$ cat config.mk
export PLATFORM = sky130hd
export DESIGN_NAME = irq_front
export DESIGN_NICKNAME = d
export VERILOG_FILES = /design/src/rtl/irq_pkg.sv /design/src/rtl/irq_sync.sv /design/src/rtl/nmi_latch.sv /design/src/rtl/inta_seq.sv /design/src/rtl/irq_front.sv
export SDC_FILE = /design/constraint.sdc
export NUM_CORES = 1
export LEC_CHECK = 0
export BUFFER_PORTS_ARGS = -buffer_cell sky130_fd_sc_hd__buf_2
export CELL_PAD_IN_SITES_DETAIL_PLACEMENT = 1
export CELL_PAD_IN_SITES_GLOBAL_PLACEMENT = 1
export CORE_MARGIN = 3
export CORE_UTILIZATION = 38
export CTS_BUF_LIST = sky130_fd_sc_hd__clkbuf_8
export DETAILED_ROUTE_END_ITERATION = 12
export HOLD_SLACK_MARGIN = 0.05
export PLACE_DENSITY_LB_ADDON = 0.05
export SYNTH_ARGS = -nofsm -noshare
export SYNTH_HDL_FRONTEND = slang
export SYNTH_SLANG_ARGS = --single-unit
$ cat constraint.sdc
create_clock -name clk -period 1.4 [get_ports clk]
set_input_delay 0.21 -clock clk [delete_from_list [all_inputs] [get_ports clk]]
set_output_delay 0.21 -clock clk [all_outputs]
set_load 0.01 [all_outputs]
$ cat src/rtl/irq_pkg.sv
// Package irq_pkg
// Shared types for the interrupt front end: the bus state encoding used by
// the acknowledge sequencer. Assumes nothing outside this project.
package irq_pkg;

    // States of one acknowledge bus cycle; IDLE means no sequence running.
    typedef enum logic [2:0] {
        BS_IDLE = 3'd0,
        BS_T1   = 3'd1,
        BS_T2   = 3'd2,
        BS_T3   = 3'd3,
        BS_T4   = 3'd4
    } bus_state_e;

endpackage

$ cat src/rtl/irq_sync.sv
// Module irq_sync
// Multi-stage synchronizer for one asynchronous level input.
// Assumes STAGES >= 2; output lags the pin by STAGES clocks; resets to 0.
module irq_sync #(
    parameter int STAGES = 2
) (
    input  logic clk,
    input  logic rst_n,
    input  logic async_i,
    output logic sync_o
);

    logic [STAGES-1:0] chain_q;

    // Shift the pin value through the flop chain.
    always_ff @(posedge clk) begin
        if (!rst_n) begin
            chain_q <= '0;
        end else begin
            chain_q <= {chain_q[STAGES-2:0], async_i};
        end
    end

    assign sync_o = chain_q[STAGES-1];

endmodule

$ cat src/rtl/nmi_latch.sv
// Module nmi_latch
// Detects a rising edge on an already synchronized level and holds a
// pending flag until service clears it. Assumes lvl_i is synchronous.
// An edge in the same cycle as a clear survives as a fresh request.
module nmi_latch (
    input  logic clk,
    input  logic rst_n,
    input  logic lvl_i,
    input  logic clr_i,
    output logic pend_o
);

    logic prev_q;
    logic pend_q;
    logic rise;

    assign rise = lvl_i && !prev_q;

    // Remember the previous level for edge detection.
    always_ff @(posedge clk) begin
        if (!rst_n) begin
            prev_q <= 1'b0;
        end else begin
            prev_q <= lvl_i;
        end
    end

    // Set on an edge, clear on service; extra edges merge into one.
    always_ff @(posedge clk) begin
        if (!rst_n) begin
            pend_q <= 1'b0;
        end else begin
            pend_q <= (pend_q && !clr_i) || rise;
        end
    end

    assign pend_o = pend_q;

endmodule

$ cat src/rtl/inta_seq.sv
// Module inta_seq
// Runs ACK_CYCLES back-to-back four-state acknowledge cycles after a start
// pulse. Drives the active-low acknowledge in states 2..4 and flags the
// final state of the last cycle, where the vector byte is to be captured.
// Assumes start_i is only honoured while idle.
module inta_seq
    import irq_pkg::*;
#(
    parameter int ACK_CYCLES = 2
) (
    input  logic clk,
    input  logic rst_n,
    input  logic start_i,
    output logic idle_o,
    output logic ack_n_o,
    output logic done_o
);

    localparam int CYC_W = (ACK_CYCLES > 1) ? $clog2(ACK_CYCLES) : 1;
    localparam logic [CYC_W-1:0] LAST_CYC = CYC_W'(ACK_CYCLES - 1);

    bus_state_e       st_q;
    logic [CYC_W-1:0] cyc_q;

    // Advance through T1..T4, repeating per acknowledge cycle.
    always_ff @(posedge clk) begin
        if (!rst_n) begin
            st_q  <= BS_IDLE;
            cyc_q <= '0;
        end else begin
            unique case (st_q)
                BS_IDLE: begin
                    if (start_i) begin
                        st_q  <= BS_T1;
                        cyc_q <= '0;
                    end
                end
                BS_T1: st_q <= BS_T2;
                BS_T2: st_q <= BS_T3;
                BS_T3: st_q <= BS_T4;
                BS_T4: begin
                    if (cyc_q == LAST_CYC) begin
                        st_q <= BS_IDLE;
                    end else begin
                        st_q  <= BS_T1;
                        cyc_q <= cyc_q + 1'b1;
                    end
                end
                default: st_q <= BS_IDLE;
            endcase
        end
    end

    // Decode bus outputs from the current state.
    always_comb begin
        idle_o  = (st_q == BS_IDLE);
        ack_n_o = !((st_q == BS_T2) || (st_q == BS_T3) || (st_q == BS_T4));
        done_o  = (st_q == BS_T4) && (cyc_q == LAST_CYC);
    end

endmodule

$ cat src/rtl/irq_front.sv
// Module irq_front
// Interrupt front end of a processor core. Synchronizes the request pins,
// latches non-maskable edges, decides at each instruction boundary and
// runs the acknowledge handshake for maskable requests.
// Assumes instr_end_i and ie_flag_i are synchronous to clk.
module irq_front #(
    parameter int SYNC_STAGES = 2,
    parameter int ACK_CYCLES  = 2,
    parameter int VEC_W       = 8,
    parameter int NMI_TYPE    = 2
) (
    input  logic             clk,
    input  logic             rst_n,
    input  logic             maskreq_i,
    input  logic             nmi_i,
    input  logic             ie_flag_i,
    input  logic             instr_end_i,
    input  logic [VEC_W-1:0] bus_data_i,
    output logic             ack_n_o,
    output logic             take_o,
    output logic [VEC_W-1:0] vec_type_o
);

    localparam logic [VEC_W-1:0] NMI_VEC = VEC_W'(NMI_TYPE);

    logic             mreq_s;
    logic             nmi_s;
    logic             nmi_pend;
    logic             seq_idle;
    logic             seq_done;
    logic             boundary;
    logic             nmi_go;
    logic             intr_go;
    logic             take_q;
    logic [VEC_W-1:0] vec_q;

    irq_sync #(.STAGES(SYNC_STAGES)) u_sync_mreq (
        .clk     (clk),
        .rst_n   (rst_n),
        .async_i (maskreq_i),
        .sync_o  (mreq_s)
    );

    irq_sync #(.STAGES(SYNC_STAGES)) u_sync_nmi (
        .clk     (clk),
        .rst_n   (rst_n),
        .async_i (nmi_i),
        .sync_o  (nmi_s)
    );

    nmi_latch u_nmi (
        .clk    (clk),
        .rst_n  (rst_n),
        .lvl_i  (nmi_s),
        .clr_i  (nmi_go),
        .pend_o (nmi_pend)
    );

    inta_seq #(.ACK_CYCLES(ACK_CYCLES)) u_seq (
        .clk     (clk),
        .rst_n   (rst_n),
        .start_i (intr_go),
        .idle_o  (seq_idle),
        .ack_n_o (ack_n_o),
        .done_o  (seq_done)
    );

    // Boundary decision: non-maskable first, then enabled maskable.
    always_comb begin
        boundary = instr_end_i && seq_idle;
        nmi_go   = boundary && nmi_pend;
        intr_go  = boundary && !nmi_pend && mreq_s && ie_flag_i;
    end

    // Register the take pulse and the vector that goes with it.
    always_ff @(posedge clk) begin
        if (!rst_n) begin
            take_q <= 1'b0;
            vec_q  <= '0;
        end else begin
            take_q <= nmi_go || seq_done;
            if (nmi_go) begin
                vec_q <= NMI_VEC;
            end else if (seq_done) begin
                vec_q <= bus_data_i;
            end
        end
    end

    assign take_o     = take_q;
    assign vec_type_o = vec_q;

endmodule

== After elaboration in Yosys (flattened, before gate mapping) ==
Index checks and enable logic that the tools add are counted.

* Logic and storage cells: 45
* Flip-flop bits (word level): 19

* Mux-type cells: 8
* Bitwise logic cells: 1
* $add $sub $neg: 1
* Reductions and logical operators: 21
* Equal/unequal tests: 5

{| class="wikitable"
|+ Operators with widths
! cell !! number
|-
| 3-bit one-hot mux with 5 select lines || 1
|-
| 1-bit logical AND || 8
|-
| 3-bit by 2-bit == test with 1-bit output, second input constant || 2
|-
| 1-bit zero test || 4
|-
| 1-bit logical OR || 4
|-
| 2-bit 2-to-1 mux || 2
|-
| 2-bit nonzero test || 2
|-
| 3-bit by 1-bit == test with 1-bit output, second input constant || 1
|-
| 3-bit == test, second input constant || 1
|-
| 3-bit zero test || 1
|-
| 1-bit 2-to-1 mux || 3
|-
| 3-bit 2-to-1 mux || 1
|-
| 2-bit by 1-bit != test with 1-bit output, second input constant || 1
|-
| 1-bit one-hot mux with 2 select lines || 1
|-
| 2-bit AND reduction || 1
|-
| 2-bit OR reduction || 1
|-
| 1-bit adder, second input constant || 1
|-
| 1-bit NOT || 1
|}

== Depth between registers and ports, before layout ==
Gate-level depths: netlist of run 1.

* Word-level depth: 7
* Depth in mapped cells: 4

== Hierarchy ==
Synthesis of run 1 repeated with hierarchy kept, for this count alone.

* Cells, all modules: 65
* Area total of the unflattened synthesis: 739.5 um^2

{| class="wikitable"
|+ Modules (own cells, without submodules)
! module !! seq. area each (um^2) !! times used !! area an instance (um^2) !! cells an instance
|-
| irq_front || 180.2 || 1 || 365.4 || 31
|-
| inta_seq || 80.1 || 1 || 191.4 || 20
|-
| irq_sync || 40.0 || 2 || 52.6 || 4
|-
| nmi_latch || 40.0 || 1 || 77.6 || 6
|}

== Worst setup path before layout of run 1 ==
No wires, ideal clock.

* Kind: register to register
* Start point: reg u_seq.st_q[2]
* End point: reg vec_q[0] (netlist: vec_type_o[0])
* Path buffers: 1
* Path slack: 277 ps
* Cell stages (with the launch flop): 5
* Setup time: 115 ps
* Arrival time: 1007 ps
* Cells stage by stage: dfxtp_1 > and4bb_1 > buf_6 > mux2i_1 > nor2_1

* Longest elaborated chain between the ends: 4
* Elaborated cells between the ends (all ways): 6
* Classes of those cells: eq/ne (1); reduce/logical (5)

{| class="wikitable"
|+ Ends and longest elaborated chain
! what !! RTL line !! source
|-
| start: declaration || inta_seq.sv:22 || <nowiki>bus_state_e st_q;</nowiki>
|-
| start signal: assignment || inta_seq.sv:28 || <nowiki>st_q <= BS_IDLE;</nowiki>
|-
| start signal: assignment || inta_seq.sv:34 || <nowiki>st_q <= BS_T1;</nowiki>
|-
| start signal: assignment || inta_seq.sv:38 || <nowiki>BS_T1: st_q <= BS_T2;</nowiki>
|-
| 3-bit zero test || inta_seq.sv:56 || <nowiki>idle_o = (st_q == BS_IDLE);</nowiki>
|-
| 1-bit logical AND || irq_front.sv:70 || <nowiki>boundary = instr_end_i && seq_idle;</nowiki>
|-
| 1-bit logical AND || irq_front.sv:71 || <nowiki>nmi_go = boundary && nmi_pend;</nowiki>
|-
| 2-bit OR reduction (no line) || -- ||
|-
| end signal: assignment || irq_front.sv:85 || <nowiki>vec_q <= bus_data_i;</nowiki>
|-
| end: declaration || irq_front.sv:35 || <nowiki>logic [VEC_W-1:0] vec_q;</nowiki>
|}

Several ways; a longest one is shown, not always the timed one.
A chain may end at the register's enable or synchronous reset.

== Worst setup path after layout of run 1 ==
* Start point: reg u_seq.st_q[2]
* End point: out ack_n_o

* Longest elaborated chain between the ends: 4
* Elaborated cells between the ends (all ways): 6
* Classes of those cells: eq/ne (3); reduce/logical (3)

{| class="wikitable"
|+ Ends and longest elaborated chain
! what !! RTL line !! source
|-
| 3-bit by 2-bit == test with 1-bit output || inta_seq.sv:57 || <nowiki>ack_n_o = !((st_q == BS_T2) || (st_q == BS_T3) || (st_q == BS_T4));</nowiki>
|-
| 1-bit logical OR || inta_seq.sv:57 ||
|-
| 1-bit logical OR (*) || inta_seq.sv:57 ||
|-
| 1-bit zero test (*) || inta_seq.sv:57 ||
|-
| end: declaration || irq_front.sv:19 || <nowiki>output logic ack_n_o,</nowiki>
|}

Mark *: on every way between the ends. The rest lies on a longest branch, timed or not.

==> impl_metrics.env, run 1 <==
export IMPL_grt_usage=0.1310
export IMPL_root_buffer="clkbuf_8"
export IMPL_grt_use_met1=0.1527
export IMPL_hold_ws_ps=166.3
export IMPL_dr_total_vias=559
export IMPL_drv_slew=0
export IMPL_grt_max_degree=17
export IMPL_top_usage_layer="met2"
export IMPL_cts_sinks=19
export IMPL_rr_startpoint="u_seq.st_q[2]"
export IMPL_crit_fanout=7
export IMPL_placed_cells=112
export IMPL_syn_instance_count=66
export IMPL_multi_input_area_um2=306.5
export IMPL_min_path_type="input pin to flop"
export IMPL_placed_area_um2=859.6
export IMPL_cp_data_arrival_time_ps=1100
export IMPL_drc=0
export IMPL_synthesis_nets=80
export IMPL_p_total_mw=0.9724
export IMPL_seq_power_share=0.575
export IMPL_final_core_util=0.5568
export IMPL_yosys_warnings=0
export IMPL_period_share=0.9374
export IMPL_worst_pin_slew_ps=322.7
export IMPL_die_w_um=49.21
export IMPL_crit_required_ps=1190
export IMPL_setup_violations_final=0
export IMPL_slowest_stage="dfxtp_1"
export IMPL_cts_tree="built"
export IMPL_postCtsSetupRepairBufs=0
export IMPL_seq_area_um2=382.9
export IMPL_rsz0062_at_grt="no"
export IMPL_timing_hold_violations_final=0
export IMPL_dr_pass1_iters=4
export IMPL_totalWireLength_um=1426
export IMPL_status="completed"
export IMPL_internal_power_mw=0.7776
export IMPL_clkLatencyLatePin_ps=250
export IMPL_postLayoutCellArea_um2=907.1
export IMPL_cp_top_family="flip-flops"
export IMPL_clock_power_share=0.365
export IMPL_worst_setup_path_end_kind="primary output"
export IMPL_crit_buf_inv=1
export IMPL_drv_cap=0
export IMPL_start_util=0.4355
export IMPL_instances_no_fill=116
export IMPL_pre_cts_ws_ps=117.8
export IMPL_grt_pass1_vias=597
export IMPL_worst_path_largest_cell_delay_ps=470
export IMPL_ant_nets=0
export IMPL_area_growth_syn_to_layout_pct=27.87
export IMPL_fp_dieH_um=49.21
export IMPL_layout_min_cycle_time_ps=1312
export IMPL_hp_start="nmi_i"
export IMPL_drt_iter0_drc=4
export IMPL_crit_chain="nor2b_1, a21oi_1, buf_2"
export IMPL_cts_buffers=3
export IMPL_combPwrFrac=0.060
export IMPL_core_area_um2=1629
export IMPL_syn_area_um2=709.4
export IMPL_yosysTopAreaCell="dfxtp_1"
export IMPL_ir_drop_v=0.0006431
export IMPL_antenna_cells=0
export IMPL_critPathKind="flop to primary output"
export IMPL_fill_cells=202
export IMPL_yosysUniqueCellTypes=23
export IMPL_grt_pass1_wl_um=2525
export IMPL_antenna_found_initial=0
export IMPL_place_gp_congestion=0.7999
export IMPL_grt_use_met3=0.03058
export IMPL_swShare=0.2003
export IMPL_path_clk_slew_ps=60
export IMPL_max_freq_mhz=762.0
export IMPL_synth_top_area_share=0.5362
export IMPL_avgSynthCellArea_um2=10.75
export IMPL_p_sw_mw=0.1948
export IMPL_crit_path_start="u_seq.st_q[2]"
export IMPL_synth_seq_cells=19
export IMPL_maxSlewHeadroom=0.7840
export IMPL_p_per_area_nw_per_um2=1072
export IMPL_use_met2=0.2254
export IMPL_rows=14
export IMPL_power_leakage_nw=0.3924
export IMPL_ioPinCount=24
export IMPL_start_kind="flop"
export IMPL_numPortBuffers=23
export IMPL_synth_area_leaders="dfxtp_1 54%, mux2i_1 9.9%, and2_1 5.3%"
export IMPL_viasPerCell=4.819
export IMPL_finalSetupTns_ps=0
export IMPL_cts_buffer_depth=2
export IMPL_overflow=0
export IMPL_dieArea_um2=2421
export IMPL_htree_levels=1
export IMPL_drt_wirelength_per_cell_um=12.29
export IMPL_drive_gt1_frac=0.3370
export IMPL_final_nets=107
export IMPL_fin_worst_skew_ps=1.271
export IMPL_fin_ws_ps=87.69
export IMPL_yosysSeqAreaShare=0.5362
[cells in the mapped netlist]
cell,instances
a31oi_1,1
buf_6,1
o22ai_1,1
nor3b_1,3
and4bb_1,1
a21bo_2,1
and3b_1,1
nand3_1,2
nor2b_1,2
dfxtp_1,19
clkbuf_1,1
a211oi_1,1
nand2_1,2
xnor2_1,1
inv_1,2
and3_1,1
nor4b_4,1
mux2i_1,7
a21oi_1,2
and2_1,6
o211ai_1,1
a31o_1,1
nor2_1,8
[path summary, 6_finish.rpt]
path | end | slack [ps] | cells past startpoint
worst min-delay path | u_sync_nmi.chain_q[0] | 170 | 2
worst max register to register | vec_type_o[2] | 110 | 4
worst min register to register | u_sync_nmi.chain_q[1] | 440 | 1
worst max-delay path | ack_n_o | 90 | 3
[cell usage in the layout, fill, tap and decap left out]
cell       n
nor3b_1    3
a21bo_2    1
dfxtp_2    2
mux2i_1    7
clkbuf_8   3
nor4b_4    1
and4bb_1   1
nand3_1    2
and3b_1    1
buf_12     1
nor2b_1    2
nor2_1     8
a31o_1     1
buf_2     23
a31oi_1    1
inv_1      3
and3_1     1
dfxtp_1   17
xnor2_1    1
a21oi_1    2
and2_1     6
o22ai_1    1
nand2_1    2
o211ai_1   1
a211oi_1   1
[sequential cells by signal (all words and copies together), names as in the netlist]
name and flops:
u_sync_nmi.chain_q 2, take_o 1, vec_type_o 8, u_nmi.prev_q 1, u_seq.st_q 3, u_nmi.pend_o 1, u_sync_mreq.chain_q 2, u_seq.cyc_q 1
[area by class of cell]
class,instances,area share
Inverter,2,0.008276
Timing Repair Buffer,24,0.1490
Multi-Input combinational cell,43,0.3379
Clock buffer,3,0.04552
Clock inverter,1,0.004138
Sequential cell,19,0.4221
Tap cell,24,0.03310
[logic make-up (layout without fill, tap and decap cells)]
logic type / after synthesis / count (layout) / share of synthesized area
buffers and inverters: 4 / 30 / 0.03174
muxes: 7 / 7 / 0.09877
and+or+nand+nor: 27 / 27 / 0.2416
xor gates and xnor gates: 1 / 1 / 0.01235
AOI/OAI and AO/OA: 8 / 8 / 0.07939
DFF: 19 / 19 / 0.5361
[metal layers]
layer	share of wire	vias up
li1	-	278
met1	0.46	264
met2	0.49	15
met3	0.044	2
met4	0.0098	0
met5	0	-
[worst reg2reg max path, stage by stage (launching register included)]
cell and delay, ps:
dfxtp_1 470, and4bb_1 290, buf_12 150, mux2i_1 220
nor2_1 60
[power by group through the flow]
stage	clock network, mW	registers [mW]	logic (mW)
global placement	0	0.570	0.0572
floorplan	0	0.570	0.0304
CTS	0.369	0.559	0.0593
finish	0.355	0.559	0.0582
detailed placement	0	0.571	0.0587
global route	0.394	0.561	0.0658
[repair_timing]
| item | CTS | global route |
|---|---|---|
| endpoints found under the setup margin | 0 | 1 |
| resized for setup | 0 | 2 |
| hold buffers | 0 | 0 |
No activity file was read; power rests on OpenSTA's default activity.
==> inputs of run 2 (changes only) <==
- CTS_BUF_LIST: sky130_fd_sc_hd__clkbuf_8 -> sky130_fd_sc_hd__clkbuf_4
==> run 2 against run 1 <==
  * First-iteration DRC count down 75%
  * Utilization down 0.69 points
  * Clock-buffer cell count increased by 1
  * Critical path depth unchanged
  * Sequential power is essentially flat
  * Routed wire length down 0.70%
  * Clock skew rose by 0.54 ps
  * Total power decreased by 7.5%
  * Register-to-register slack better by 70 ps
  * Worst hold slack lost 43 ps
  * Highest routed layer unchanged
  * Global-route usage shrank 0.064 points
  * Die area did not move
==> impl_metrics.env, run 2 (synthesized netlist as in run 1, its figures left out) <==
export IMPL_status="completed"
export IMPL_drt_iter0_drc=1
export IMPL_seq_area_um2=384.1
export IMPL_largest_register_ff_count=8
export IMPL_antenna_found_initial=0
export IMPL_drv_slew=0
export IMPL_area_growth_syn_to_layout_pct=26.28
export IMPL_clock_power_share=0.313
export IMPL_dr_total_vias=551
export IMPL_drt_wirelength_per_cell_um=12.21
export IMPL_grt_max_degree=17
export IMPL_internal_power_mw=0.7132
export IMPL_max_freq_mhz=768.3
export IMPL_dieArea_um2=2421
export IMPL_root_buffer="clkbuf_4"
export IMPL_viasPerCell=4.750
export IMPL_clkLatencyLatePin_ps=290
export IMPL_drive_gt1_frac=0.3696
export IMPL_worst_setup_path_end_kind="primary output"
export IMPL_fp_dieH_um=49.21
export IMPL_grt_pass1_vias=586
export IMPL_postCtsSetupRepairBufs=0
export IMPL_cts_tree="built"
export IMPL_swShare=0.2067
export IMPL_antenna_cells=0
export IMPL_cts_buffer_depth=2
export IMPL_drv_cap=0
export IMPL_timing_hold_violations_final=0
export IMPL_instances_no_fill=116
export IMPL_fin_worst_skew_ps=1.815
export IMPL_numPortBuffers=23
export IMPL_cp_top_family="flip-flops"
export IMPL_pre_cts_ws_ps=117.8
export IMPL_multi_input_area_um2=309.0
export IMPL_layout_common_cells="23 x buf_2, 16 x dfxtp_1, 8 x nor2_1"
export IMPL_start_kind="flop"
export IMPL_p_sw_mw=0.1858
export IMPL_crit_required_ps=1190
export IMPL_setup_violations_final=0
export IMPL_worst_path_largest_cell_delay_ps=410
export IMPL_timing_rr_end="vec_type_o[7]"
export IMPL_combPwrFrac=0.065
export IMPL_r2r_cells=3
export IMPL_grt_usage=0.1304
export IMPL_power_leakage_nw=0.3845
export IMPL_place_gp_congestion=0.7999
export IMPL_p_per_area_nw_per_um2=1004
export IMPL_rr_startpoint="u_seq.st_q[1]"
export IMPL_placed_cells=112
export IMPL_start_util=0.4355
export IMPL_hold_ws_ps=123.6
export IMPL_seq_power_share=0.622
export IMPL_cts_sinks=19
export IMPL_final_core_util=0.5499
export IMPL_path_clk_slew_ps=100
export IMPL_die_w_um=49.21
export IMPL_cp_data_arrival_time_ps=1090
export IMPL_final_nets=107
export IMPL_ant_nets=0
export IMPL_fill_cells=200
export IMPL_layout_commonest_cell="buf_2"
export IMPL_maxSlewHeadroom=0.7758
export IMPL_totalWireLength_um=1416
export IMPL_layout_min_cycle_time_ps=1302
export IMPL_fin_ws_ps=98.46
export IMPL_hp_start="nmi_i"
export IMPL_worst_pin_slew_ps=334.9
export IMPL_overflow=0
export IMPL_min_path_type="input pin to flop"
export IMPL_grt_pass1_wl_um=2463
export IMPL_ioPinCount=24
export IMPL_period_share=0.9297
export IMPL_rows=14
export IMPL_finalSetupTns_ps=0
export IMPL_slowest_stage="dfxtp_2"
export IMPL_core_area_um2=1629
export IMPL_crit_buf_inv=1
export IMPL_drc=0
export IMPL_holdPathEnd="u_sync_nmi.chain_q[0]"
export IMPL_dr_pass1_iters=2
export IMPL_cts_buffers=3
export IMPL_min_path_cells=2
export IMPL_htree_levels=1
export IMPL_critPathKind="flop to primary output"
export IMPL_crit_chain="nor2b_2, a21oi_1, buf_2"
export IMPL_rsz0062_at_grt="no"
export IMPL_ir_drop_v=0.0007512
export IMPL_rrSetupSlack_ps=180
export IMPL_crit_fanout=6
-- run 2: cell count changes in the layout (fill, tap and decap cells not counted), sizes merged --
cell	previous run	this run
clkbuf	3	4
inv	3	2
-- run 2: what timing repair did --
action / 4_1_cts / 5_1_grt
endpoints found under the setup margin: 1 / 1
gates resized for setup: 1 / 3
hold buffers: 0 / 0
-- run 2: worst max-delay path by stage --
stage | startpoint | end | slack, ps | cells after the start
2_1_floorplan | u_seq.st_q[2] | vec_type_o[0] | 280 | 4
3_3_place_gp | u_seq.st_q[2] | vec_type_o[3] | 160 | 4
3_5_place_dp | u_seq.st_q[2] | vec_type_o[2] | 120 | 4
4_1_cts | u_seq.st_q[0] | ack_n_o | 4 | 3
5_1_grt | u_seq.st_q[1] | ack_n_o | 10 | 3
6_report | u_seq.st_q[1] | ack_n_o | 100 | 3
-- run 2: cell type report --
| cell class | count | share of cell area |
|---|---|---|
| Timing Repair Buffer | 24 | 0.1508 |
| Clock buffer | 4 | 0.03352 |
| Multi-Input combinational cell | 43 | 0.3450 |
| Inverter | 2 | 0.008380 |
| Sequential cell | 19 | 0.4288 |
| Tap cell | 24 | 0.03352 |
-- run 2: through the flow --
stage / total power, mW / instance area, µm²
3_3_place_gp: 0.6272 / 859.6
5_1_grt: 0.9521 / 895.9
4_1_cts: 0.9150 / 890.9
6_report: 0.8990 / 895.9
2_1_floorplan: 0.6001 / 709.4
3_5_place_dp: 0.6298 / 859.6
-- run 2: power groups by stage --
stage               clock, mW  combinational (mW)  sequential [mW]
finish                  0.282              0.0587            0.559
global route            0.326              0.0653            0.561
CTS                     0.297              0.0589            0.559
detailed placement          0              0.0587            0.571
global placement            0              0.0572            0.570
floorplan                   0              0.0304            0.570
-- run 2: routing by layer --
metal,wire length (µm),GRT usage,vias to the layer above,part of all wire
li1,-,-,277,-
met1,675,0.1508,255,0.48
met2,644,0.2121,15,0.45
met3,66,0.03058,4,0.047
met4,30,0.08531,0,0.021
met5,0,0,-,0
-- run 2: worst reg2reg max path: cells and delay by family (launching register included) --
family           cells  cell delay, ps
AO/OA/AOI/OAI        1             290
flip-flops           1             370
AND/OR/NAND/NOR      2             460
